===== config.mk =====
export PLATFORM = sky130hd
export DESIGN_NAME = ipi_dispatch
export DESIGN_NICKNAME = d
export VERILOG_FILES = /design/src/rtl/ipi_pkg.sv /design/src/rtl/ipi_decode.sv /design/src/rtl/ipi_cpu_fsm.sv /design/src/rtl/ipi_post_stage.sv /design/src/rtl/ipi_dispatch.sv
export SDC_FILE = /design/constraint.sdc
export NUM_CORES = 1
export LEC_CHECK = 0
export BUFFER_PORTS_ARGS = -buffer_cell sky130_fd_sc_hd__buf_2
export CAP_MARGIN = 20
export CORE_AREA = 2 2 72 53
export CTS_CLUSTER_DIAMETER = 150
export DETAILED_ROUTE_END_ITERATION = 8
export DIE_AREA = 0 0 74 55
export SLEW_MARGIN = 15
export SYNTH_ARGS = -nofsm -noshare
export SYNTH_HDL_FRONTEND = slang
export SYNTH_SLANG_ARGS = --single-unit

===== constraint.sdc =====
create_clock -name clk -period 1.4 [get_ports clk]
set_clock_uncertainty 0.15 [all_clocks]
set_input_delay 0.07 -clock clk [delete_from_list [all_inputs] [get_ports clk]]
set_output_delay 0.07 -clock clk [all_outputs]
set_load 0.1 [all_outputs]

===== src/rtl/ipi_pkg.sv =====
package ipi_pkg;
    localparam int OP_LSB  = 16;
    localparam int TGT_LSB = 8;
    localparam int TGT_W   = 5;
    localparam int VEC_W   = 6;

    typedef enum logic [1:0] {
        OP_IRQ  = 2'd0,
        OP_POR  = 2'd1,
        OP_IDLE = 2'd2,
        OP_WAKE = 2'd3
    } op_e;

    typedef enum logic [1:0] {
        CPU_HALT  = 2'd0,
        CPU_RESET = 2'd1,
        CPU_RUN   = 2'd2
    } cpu_state_e;
endpackage


===== src/rtl/ipi_decode.sv =====
module ipi_decode
    import ipi_pkg::*;
#(
    parameter int NUM_CPU = 4,
    parameter logic [VEC_W-1:0] POR_CODE = 6'h01
) (
    input  logic               wr_en,
    input  logic [31:0]        wr_word,
    output logic [NUM_CPU-1:0] hit,
    output op_e                op,
    output logic [VEC_W-1:0]   vec,
    output logic               por_ok,
    output logic               por_bad
);
    logic [TGT_W-1:0] tgt;
    logic             in_range;

    always_comb begin
        op       = op_e'(wr_word[OP_LSB +: 2]);
        tgt      = wr_word[TGT_LSB +: TGT_W];
        vec      = wr_word[VEC_W-1:0];
        in_range = wr_en && ({1'b0, tgt} < (TGT_W+1)'(NUM_CPU));
        por_ok   = (vec == POR_CODE);
        por_bad  = in_range && (op == OP_POR) && !por_ok;
    end

    for (genvar i = 0; i < NUM_CPU; i++) begin : g_hit
        assign hit[i] = in_range && (tgt == TGT_W'(i));
    end
endmodule


===== src/rtl/ipi_cpu_fsm.sv =====
module ipi_cpu_fsm
    import ipi_pkg::*;
#(
    parameter bit BOOT = 1'b0
) (
    input  logic clk,
    input  logic rst_n,
    input  logic sel,
    input  op_e  op,
    input  logic por_ok,
    output logic run_en,
    output logic rst_req
);
    localparam cpu_state_e INIT = BOOT ? CPU_RUN : CPU_HALT;

    cpu_state_e st, st_nx;

    always_comb begin
        st_nx = (st == CPU_RESET) ? CPU_RUN : st;   // reset_done / hold
        if (sel) begin
            unique case (op)
                OP_IRQ:  ;
                OP_POR:  if (por_ok) st_nx = CPU_RESET;  // go_reset
                OP_IDLE: st_nx = CPU_HALT;               // go_halt
                OP_WAKE: st_nx = CPU_RUN;                // go_run
                default: ;
            endcase
        end
    end

    always_ff @(posedge clk) begin
        if (!rst_n) st <= INIT;
        else        st <= st_nx;
    end

    always_comb begin
        run_en  = 1'b0;
        rst_req = 1'b0;
        unique case (st)
            CPU_HALT:  ;
            CPU_RESET: rst_req = 1'b1;
            CPU_RUN:   run_en  = 1'b1;
            default:   ;
        endcase
    end

    assert_reset_then_run_R3: assert property (@(posedge clk) disable iff (!rst_n)
        (rst_req && !sel) |=> (run_en && !rst_req));
    assert_reset_not_running_R3: assert property (@(posedge clk) disable iff (!rst_n)
        !(rst_req && run_en));
    assert_halt_sticks_R5: assert property (@(posedge clk) disable iff (!rst_n)
        (!run_en && !rst_req && !sel) |=> !run_en);
endmodule


===== src/rtl/ipi_post_stage.sv =====
module ipi_post_stage
    import ipi_pkg::*;
#(
    parameter int NUM_CPU = 4
) (
    input  logic               clk,
    input  logic               rst_n,
    input  logic [NUM_CPU-1:0] hit,
    input  op_e                op,
    input  logic [VEC_W-1:0]   vec,
    output logic [NUM_CPU-1:0] irq_post,
    output logic [VEC_W-1:0]   irq_vec
);
    always_ff @(posedge clk) begin
        if (!rst_n) begin
            irq_post <= '0;
            irq_vec  <= '0;
        end else begin
            irq_post <= (op == OP_IRQ) ? hit : '0;
            if (op == OP_IRQ && |hit) irq_vec <= vec;
        end
    end

    assert_post_onehot_R2: assert property (@(posedge clk) disable iff (!rst_n)
        $onehot0(irq_post));
    assert_post_pulse_R2: assert property (@(posedge clk) disable iff (!rst_n)
        (|hit && op == OP_IRQ) |=> (irq_post == $past(hit) && irq_vec == $past(vec)));
endmodule


===== src/rtl/ipi_dispatch.sv =====
module ipi_dispatch
    import ipi_pkg::*;
#(
    parameter int NUM_CPU = 4,
    parameter logic [5:0] POR_CODE = 6'h01
) (
    input  logic               clk,
    input  logic               rst_n,
    input  logic               wr_en,
    input  logic [31:0]        wr_word,
    output logic [NUM_CPU-1:0] irq_post,
    output logic [5:0]         irq_vec,
    output logic [NUM_CPU-1:0] rst_req,
    output logic [NUM_CPU-1:0] run_en,
    output logic               cmd_err
);
    logic [NUM_CPU-1:0] hit;
    op_e                op;
    logic [VEC_W-1:0]   vec;
    logic               por_ok, por_bad;

    ipi_decode #(.NUM_CPU(NUM_CPU), .POR_CODE(POR_CODE)) u_dec (
        .wr_en(wr_en), .wr_word(wr_word), .hit(hit), .op(op),
        .vec(vec), .por_ok(por_ok), .por_bad(por_bad)
    );

    for (genvar i = 0; i < NUM_CPU; i++) begin : g_cpu
        ipi_cpu_fsm #(.BOOT(i == 0)) u_fsm (
            .clk(clk), .rst_n(rst_n), .sel(hit[i]), .op(op),
            .por_ok(por_ok), .run_en(run_en[i]), .rst_req(rst_req[i])
        );
    end

    ipi_post_stage #(.NUM_CPU(NUM_CPU)) u_post (
        .clk(clk), .rst_n(rst_n), .hit(hit), .op(op), .vec(vec),
        .irq_post(irq_post), .irq_vec(irq_vec)
    );

    always_ff @(posedge clk) begin
        if (!rst_n)       cmd_err <= 1'b0;
        else if (por_bad) cmd_err <= 1'b1;
    end

    assert_err_sticky_R4: assert property (@(posedge clk) disable iff (!rst_n)
        cmd_err |=> cmd_err);
    assert_out_of_range_ignored_R7: assert property (@(posedge clk) disable iff (!rst_n)
        (wr_en && wr_word[12:8] >= 5'(NUM_CPU) && !(|rst_req))
        |=> ($stable(run_en) && irq_post == '0 && rst_req == '0 && $stable(cmd_err)));
    assert_idle_cycle_R9: assert property (@(posedge clk) disable iff (!rst_n)
        (!wr_en && !(|rst_req)) |=> ($stable(run_en) && rst_req == '0));
endmodule


==> reports/results.txt, run 1 <==
dominant synthesized flop cell - dfxtp_1
DRC viols - 0
critical path, cell by cell - nor2b_1 -> buf_12
Min Clock Period, post-route - 1310 ps
Cell Area, Placed - 1320 sq um
CTS H-tree depth - 1
CTS Root Cell - clkbuf_8
row cnt - 18
Max Cap Viol - 0
CP endpoint kind - primary output
Clock Power Share - 34.7%
number of global-route vias before repair - 926
Cell variety after synth - 33
first-pass GRT wire length - 4350 microns
Die Footprint - 4070 sq um
critical path required time - 1180 ps
status - finished, final reports clean
synth top area cells - dfxtp_1 (39%), nor2b_1 (7.7%), buf_4 (6.2%), a221oi_1 (3.6%), nand3_1 (3.6%)
# IOs - 54
Slowest-stage cell, CP - dfxtp_1
area leader, netlist - dfxtp_1
Placed Cells - 190
normalized max-slew margin - 67.7%
NetSw - 0.000260 W
P_int - 0.000807 W
Synthesis Warnings - 0
GRT overflow - 0
vias per cell - 4.98
Syn Std Cell Area - 976 sq um
top-count cell post-synth - dfxtp_1
asr flop ratio synth - 0%
DRT Pass-1 Iters - 5
Global Route Usage Sum - 14.5%
area grow syn2layout - 47.9%
post-route cell area - 1440 sq um
CTS tree - yes
crit-path max cell delay - 390 ps
crit share post-route - 93.4%
Pins Over Slew Limit - 0
Seq pwr share - 50.9%
Final ANT Viol Nets - 0
f_max - 0.765 GHz
LEAKAGE - 0.590 nW
via count - 1005
hpwl dp - 1990 microns
Register Area - 388 sq um
Pwr Density - 739 nW/um^2
clock tree buffer depth - 2
number of synthesized flops with an enable pin - 0
largest net degree at the start of global routing - 12
Die Height - 55 microns
setup tns final - 0 ps
Multi-input gate area - 510 sq um
Initial Utilization - 28.7%
Final GP Congestion - 0.854
CP max FO - 5
DR WL/cell - 13.8 microns
Ant. Diodes - 0
Port Buffers - 34
Hold WC Path Type - input pin to flop
syn_area_per_cell - 8.79 sq um
Comb pwr share - 14.3%
Yosys reg bits - 19
peak supply drop - 0.400 mV
fill cell total of the finished layout - 345
Worst EP arrival - 1090 ps
clock-pin slew on the worst setup and hold paths - 60 ps
total setup buffers inserted after CTS - 0
CTS buffer count - 3
Skew-Pair Late Insertion Delay - 250 ps
Slew @ Worst Pin - 488 ps
Gate Count Post-Synth - 111
critical path type - flop to primary output
TritonCTS Sinks - 19
share of cells above drive strength 1 - 37.5%
Starting DRT DRC Count - 64
Final Net Count - 188
RSZ-0062 raised after global routing - false
Post-Layout Cell Count - 202
top cell type's share of synthesized area - 39.0%
total wire length - 2790 microns
crit start category - flop
Final Hold Fails - 0
switching share of power - 24.4%
Die W - 74 microns
Core Footprint - 3400 sq um
post-synthesis sequential area ratio - 39.0%
top post-synthesis cells by count - dfxtp_1 (19), nor2b_1 (12), buf_4 (8)
Net Count, Synth - 146
initial antenna violation count - 0
final-report setup violation count - 0
## routing by layer
| metal | vias up | global-route usage, % | routed length [microns] |
|---|---|---|---|
| li1 | 485 | - | - |
| met5 | - | 0 | 0 |
| met3 | 4 | 4.35 | 218 |
| met1 | 471 | 17.6 | 1230 |
| met2 | 45 | 25.3 | 1320 |
| met4 | 0 | 4.24 | 27 |
## cell usage in the layout (no fill, tap or decap), drive strengths merged, types with 3 or more instances in the layout
| cell type | instances |
|---|---|
| nor2 | 4 |
| dlygate4sd3 | 8 |
| clkbuf | 4 |
| a221oi | 4 |
| o21ai | 6 |
| a21oi | 6 |
| nand2 | 6 |
| buf | 42 |
| and2 | 4 |
| nand4 | 4 |
| a211oi | 3 |
| dfxtp | 19 |
| nor2b | 12 |
| nand3 | 7 |
| a311oi | 3 |
| o31ai | 3 |
## timing repair
action / in CTS / in global routing
endpoints found under the setup margin: 0 / 2
hold buffers: 8 / 0
gates resized for setup: 0 / 1
endpoints found under the hold margin: 8 / 0
## flip-flops by register name, indices dropped and copies added, names as in the netlist
signal and count:
u_post.irq_vec 6, g_cpu.u_fsm.st 8, cmd_err 1, u_post.irq_post 4
## through the flow
step / util, % / hold WS, ps / power [W] / worst slack [ps]
floorplan: - / 60.2 / 0.000623 / 2.52
global placement: 38.7 / 184 / 0.000680 / -136
detailed placement: 38.7 / 199 / 0.000686 / -194
CTS: 42.3 / 2.27 / 0.00107 / 59.3
global route: 42.5 / 8.08 / 0.00112 / 1.61
finish: 42.5 / 4.64 / 0.00107 / 92.0
## area by class of cell
| type | count | share of cell area, % |
|---|---|---|
| timing repair buffer | 50 | 29.8 |
| multi-input combinational | 77 | 35.4 |
| sequential | 19 | 26.9 |
| tap | 50 | 4.33 |
| inverter | 2 | 0.520 |
| clock buffer | 4 | 3.12 |
## critical path, delay by kind of cell, from the launching register on
| family | cells | cell delay (ps) |
|---|---|---|
| flops | 1 | 390 |
| simple gates | 1 | 240 |
| buf+inv | 1 | 210 |
## power by group through the flow
| stage | Combinational, W | Sequential, W | Clock [W] |
|---|---|---|---|
| after CTS | 0.000148 | 0.000544 | 0.000379 |
| after detailed placement | 0.000129 | 0.000556 | 0 |
| after global routing | 0.000162 | 0.000544 | 0.000413 |
| after floorplan | 0.0000535 | 0.000569 | 0 |
| after global placement | 0.000124 | 0.000556 | 0 |
| final | 0.000153 | 0.000544 | 0.000371 |
## worst paths after layout
path	startpoint	to	slack, ps	cells after the start
hold reg to reg	cmd_err$_SDFFE_PN0P_	cmd_err$_SDFFE_PN0P_	310	1
setup reg to reg	g_cpu[0].u_fsm.st[1]$_SDFF_PN1_	g_cpu[0].u_fsm.st[1]$_SDFF_PN1_	370	3
setup / recovery	g_cpu[2].u_fsm.st[1]$_SDFF_PN0_	run_en[2]	90	2
hold / removal	rst_n	g_cpu[2].u_fsm.st[1]$_SDFF_PN0_	5	3
## cells by family after synthesis
| kind of cell | Yosys count | synth area share [%] |
|---|---|---|
| buffers and inverters | 15 | 9.10 |
| flip-flops | 19 | 39.0 |
| AO/OA/AOI/OAI | 30 | 21.9 |
| AND/OR/NAND/NOR | 47 | 30.0 |
No activity file was read; power rests on OpenSTA's default activity.
==> run 2: changes to the inputs <==
- PLACE_DENSITY_LB_ADDON: unset -> 0.2
==> reports/results.txt, run 2 (synthesis gave the netlist of run 1 again) <==
Overall Power - 0.00109 W (+1.7%)
GRT overflow - 0 (unchanged)
LEAKAGE - 0.601 nW (+1.7%)
peak supply drop - 0.534 mV (+34%)
share of cells above drive strength 1 - 40.1% (+2.6 points)
critical path required time - 1430 ps (+250 ps)
status - finished, final reports clean
CTS buffer count - 3 (unchanged)
largest reg by FF count - g_cpu.u_fsm.st
DRT Pass-1 Iters - 4 (-1)
CTS H-tree depth - 1 (unchanged)
Initial Utilization - 28.7% (unchanged)
Starting DRT DRC Count - 48 (-25%)
hpwl dp - 1770 microns (-11%)
r2r endpoint - g_cpu[0].u_fsm.st[1]$_SDFF_PN1_
number of global-route vias before repair - 881 (-4.9%)
area grow syn2layout - 52.6%
RR Startpoint - g_cpu[0].u_fsm.st[1]$_SDFF_PN1_
# IOs - 54 (unchanged)
Skew-Pair Late Insertion Delay - 260 ps (about the same)
CP max FO - 6 (+1)
Reg2Reg Depth - 3 (unchanged)
critical path type - input pin to flop
initial antenna violation count - 0 (unchanged)
f_max - 0.741 GHz (-3.1%)
fill cell total of the finished layout - 334 (-3.2%)
CTS Root Cell - clkbuf_8
Ant. Diodes - 0 (unchanged)
Final Net Count - 188 (unchanged)
TritonCTS Sinks - 19 (unchanged)
first-pass GRT wire length - 4220 microns (-3.0%)
crit share post-route - 96.4% (+2.9 points)
RSZ-0062 raised after global routing - false
largest net degree at the start of global routing - 12 (unchanged)
Worst EP arrival - 1370 ps (+280 ps)
Slew @ Worst Pin - 496 ps (+8.06 ps)
Multi-input gate area - 541 sq um (+5.9%)
Final ANT Viol Nets - 0 (unchanged)
Critical Path Source - wr_word[9]
crit start category - input pin
Slowest-stage cell, CP - dlygate4sd3_1
Pins Over Slew Limit - 0 (unchanged)
DR WL/cell - 13.2 microns (-4.9%)
CTS tree - yes
row cnt - 18 (unchanged)
Port Buffers - 34 (unchanged)
worst hold slack - 30.8 ps (+26.1 ps)
vias per cell - 4.77 (-4.1%)
Global Route Usage Sum - 14.1% (-0.41 points)
CP most frequent cell - and2_1
CP endpoint kind - flop
crit-path max cell delay - 640 ps (+250 ps)
clock tree buffer depth - 2 (unchanged)
biggest regs - g_cpu.u_fsm.st (8), u_post.irq_vec (6), u_post.irq_post (4)
Register Area - 388 sq um (unchanged)
Core Footprint - 3400 sq um (unchanged)
most frequent cells in the layout - buf_2 (24), dfxtp_1 (13), nor2b_1 (12)
Largest register FFs - 8 (unchanged)
Critical Path End - g_cpu[3].u_fsm.st[1]$_SDFF_PN0_
Hold WC Path Type - input pin to flop
commonest non-fill, non-tap cell in the layout - buf_2
Min Clock Period, post-route - 1350 ps (+41.2 ps)
clock-pin slew on the worst setup and hold paths - 70 ps (about the same)
Pwr Density - 729 nW/um^2 (-1.4%)
Max Cap Viol - 0 (unchanged)
internal reg-to-reg setup slack - 370 ps (about the same)
via count - 964 (-4.1%)
Final GP Congestion - 0.836 (-2.2%)
critical path, cell by cell - dlygate4sd3_1 -> and2_1 -> and2_1 -> a311oi_1
total wire length - 2660 microns (-4.9%)
Final Hold Fails - 0 (unchanged)
final-report setup violation count - 0 (unchanged)
Die Height - 55 microns (unchanged)
Cell Area, Placed - 1320 sq um (+0.57%)
normalized max-slew margin - 67.1% (-0.53 points)
DRC viols - 0 (unchanged)
Core Util, Final - 43.8% (+1.3 points)
Die Footprint - 4070 sq um (unchanged)
Die W - 74 microns (unchanged)
post-route cell area - 1490 sq um (+3.1%)
==> run 2: layout make-up <==
| type | count | share of cell area [%] |
|---|---|---|
| Clock buffer | 4 | 3.03 |
| Inverter | 2 | 0.756 |
| Multi-Input combinational cell | 77 | 36.3 |
| Sequential cell | 19 | 26.1 |
| Tap cell | 50 | 4.20 |
| Timing Repair Buffer | 50 | 29.7 |
==> run 2: metrics by stage <==
step           TNS [ps]  setup slack, ps  instances
2_1_floorplan         0             2.52        111
3_3_place_gp       -296             -135        191
3_5_place_dp       -251             -135        191
4_1_cts               0             24.0        203
5_1_grt               0             5.89        202
6_report              0             50.8        202
==> run 2: per-layer routing <==
metal  wire (microns)  share of wire, %  global-route usage (%)
met1             1260                47                    18.6
met2             1190                45                    21.4
met3              169               6.4                    4.71
met4               38               1.4                    5.45
met5                0                 0                       0
==> run 2: how the worst min path moves through the flow <==
stage	startpoint	end	slack, ps	cells after the start
after global placement	wr_word[3]	u_post.irq_vec[3]$_SDFFE_PN0P_	180	3
after floorplan	wr_word[0]	u_post.irq_vec[0]$_SDFFE_PN0P_	60	2
after detailed placement	wr_word[0]	u_post.irq_vec[0]$_SDFFE_PN0P_	190	3
final	wr_word[16]	u_post.irq_post[0]$_SDFF_PN0_	30	4
after global routing	wr_word[8]	u_post.irq_post[0]$_SDFF_PN0_	50	3
after CTS	wr_word[16]	u_post.irq_post[0]$_SDFF_PN0_	20	4
==> run 2: what timing repair did <==
| action | CTS | global route |
|---|---|---|
| setup endpoints to repair | 0 | 9 |
| resized for setup | 0 | 8 |
| hold buffers | 8 | 0 |
| buffers inserted | 0 | 1 |
| hold endpoints to repair | 13 | 0 |
==> run 2: worst max-delay path: cells and delay by family <==
family                 cells  cell delay (ps)
AOI/OAI and AO/OA          1              250
and+or+nand+nor            2              410
buffers and inverters      1              640
==> run 2: report_power, final <==
part	switching, W	total, W	internal, W
Combinational	0.0000918	0.000157	0.0000647
Clock	0.000183	0.000386	0.000203
Sequential	0.00000114	0.000544	0.000542
==> run 3: changes to the inputs <==
- clock period: 1.4 -> 1.1 ns (I/O delays scaled with it)
==> reports/results.txt, run 3 (synthesis gave the netlist of run 1 again) <==
RSZ-0062 raised after global routing - true
Hold EP - g_cpu[3].u_fsm.st[0]$_SDFF_PN0_
biggest regs - g_cpu.u_fsm.st (8), u_post.irq_vec (6), u_post.irq_post (4)
status - complete, but fails checks
CP max FO - 4 (-2)
Slew @ Worst Pin - 288 ps (-208 ps)
switching share of power - 26.3% (+0.90 points)
normalized max-slew margin - 80.8% (+14 points)
Initial Utilization - 28.7% (unchanged)
P_int - 0.00103 W (+27%)
total wire length - 2900 microns (+9.1%)
Post-Layout Cell Count - 212 (+5.0%)
CTS H-tree depth - 1 (unchanged)
DRC viols - 0 (unchanged)
vias per cell - 4.94 (+3.6%)
Worst EP arrival - 970 ps (-400 ps)
largest net degree at the start of global routing - 12 (unchanged)
area grow syn2layout - 91.3%
RR Startpoint - g_cpu[0].u_fsm.st[1]$_SDFF_PN1_
hold path depth - 3 (-1)
failing checks - negative hold slack, negative setup slack
crit start category - flop
Die Height - 55 microns (unchanged)
Comb pwr share - 16.7% (+2.3 points)
internal reg-to-reg setup slack - -10 ps (-380 ps)
DRT Pass-1 Iters - 4 (unchanged)
Final GP Congestion - 0.807 (-3.4%)
largest reg by FF count - g_cpu.u_fsm.st
Port Buffers - 34 (unchanged)
f_max - 0.854 GHz
GRT overflow - 0 (unchanged)
Core Footprint - 3400 sq um (unchanged)
Reg2Reg Depth - 4 (+1)
Pwr Density - 747 nW/um^2 (+2.4%)
Clock Power Share - 34.9% (-0.6 points)
Final Net Count - 198 (+5.3%)
Final Hold Fails - 5 (+5)
share of cells above drive strength 1 - 59.9% (+20 points)
worst hold slack - -49.3 ps (-80.1 ps)
NetSw - 0.000367 W (+33%)
DR WL/cell - 13.7 microns (+4.0%)
number of global-route vias before repair - 1008 (+14%)
crit share post-route - 106%
Final WS setup - -71.5 ps (-122 ps)
clock-pin slew on the worst setup and hold paths - 70 ps (about the same)
Largest register FFs - 8 (unchanged)
layer with the highest usage - met2
final-report setup violation count - 9 (+9)
hold wc startpoint - rst_n
Final ANT Viol Nets - 0 (unchanged)
Placed Cells - 194 (+1.6%)
# IOs - 54 (unchanged)
r2r endpoint - g_cpu[0].u_fsm.st[1]$_SDFF_PN1_
Die W - 74 microns (unchanged)
row cnt - 18 (unchanged)
CTS buffer count - 3 (unchanged)
CP endpoint kind - primary output
LEAKAGE - 0.703 nW (+17%)
clock tree buffer depth - 2 (unchanged)
commonest non-fill, non-tap cell in the layout - buf_12
CTS tree - yes
CTS Root Cell - clkbuf_8
pre-CTS setup slack - -358 ps (-223 ps)
Min Clock Period, post-route - 1170 ps
hpwl dp - 1930 microns (+8.7%)
initial antenna violation count - 0 (unchanged)
Post-CTS Hold Buffers - 6 (-2)
Seq pwr share - 48.3% (-1.8 points)
met1 usage - 19.1% (+0.46 points)
first-pass GRT wire length - 4640 microns (+10%)
most frequent cells in the layout - buf_12 (19), buf_4 (18), buf_2 (13)
met3 Track Usage GR - 3.99% (-0.72 points)
TritonCTS Sinks - 19 (unchanged)
Ant. Diodes - 0 (unchanged)
Die Footprint - 4070 sq um (unchanged)
Skew-Pair Late Insertion Delay - 260 ps (about the same)
Hold WC Path Type - input pin to flop
Starting DRT DRC Count - 54 (+13%)
Global Route Usage Sum - 15.2% (+1.1 points)
critical path type - flop to primary output
Max Cap Viol - 0 (unchanged)
via count - 1048 (+8.7%)
Pins Over Slew Limit - 0 (unchanged)
peak supply drop - 0.509 mV (-4.7%)
met2 GRT Util - 26.5% (+5.1 points)
critical path required time - 890 ps (-540 ps)
-- run 3: final cells by class --
| cell class | instances | area (sq um) |
|---|---|---|
| Clock buffer | 3 | 41.3 |
| Clock inverter | 1 | 5.00 |
| Fill cell | 299 | 1530 |
| Inverter | 2 | 7.51 |
| Multi-Input combinational cell | 78 | 652 |
| Sequential cell | 19 | 424 |
| Tap cell | 50 | 62.6 |
| Timing Repair Buffer | 59 | 674 |
-- run 3: worst max-delay path, cell delays in order (launching register included) --
cell	delay (ps)
dfxtp_4	370
nor2b_4	160
buf_12	180
-- run 3: how the worst max path moves through the flow --
| stage | cells past startpoint | slack, ps | end | from |
|---|---|---|---|---|
| finish | 2 | -70 | rst_req[0] | g_cpu[0].u_fsm.st[0]$_SDFF_PN0_ |
| global route | 2 | -110 | rst_req[1] | g_cpu[1].u_fsm.st[0]$_SDFF_PN0_ |
| CTS | 2 | -90 | rst_req[0] | g_cpu[0].u_fsm.st[0]$_SDFF_PN0_ |
| detailed placement | 4 | -360 | cmd_err$_SDFFE_PN0P_ | wr_word[12] |
| global placement | 4 | -320 | cmd_err$_SDFFE_PN0P_ | wr_word[12] |
| floorplan | 4 | -210 | cmd_err$_SDFFE_PN0P_ | wr_word[12] |
-- run 3: metal layers --
layer  part of all wire [%]  vias to the layer above
li1                       -                      508
met1                     44                      497
met2                     49                       41
met3                    6.6                        2
met4                   0.45                        0
met5                      0                        -
-- run 3: what timing repair did --
item | 4_1_cts | 5_1_grt
pin swaps | 3 | 0
buffers inserted | 7 | 0
setup endpoints to repair | 12 | 22
resized for setup | 34 | 14
endpoints found under the hold margin | 10 | 5
cloned | 1 | 0
-- run 3: power by group through the flow --
| stage | clock, W | sequential (W) | combinational (W) |
|---|---|---|---|
| 5_1_grt | 0.000542 | 0.000674 | 0.000249 |
| 3_5_place_dp | 0 | 0.000709 | 0.000190 |
| 3_3_place_gp | 0 | 0.000709 | 0.000188 |
| 6_report | 0.000487 | 0.000674 | 0.000233 |
| 2_1_floorplan | 0 | 0.000725 | 0.0000751 |
| 4_1_cts | 0.000502 | 0.000674 | 0.000216 |
-- run 3: stage by stage --
stage                     instance area, sq um  utilization [%]  total power [W]  hold slack (ps)  TNS, ps
after floorplan                           1020                -         0.000800             45.2    -1570
after global placement                    1540             45.3         0.000897              183    -3990
after detailed placement                  1540             45.3         0.000899              185    -4470
after CTS                                 1810             53.2          0.00139            -37.2     -574
after global routing                      1870             54.9          0.00146            -43.4    -1010
final                                     1870             54.9          0.00139            -49.3     -542
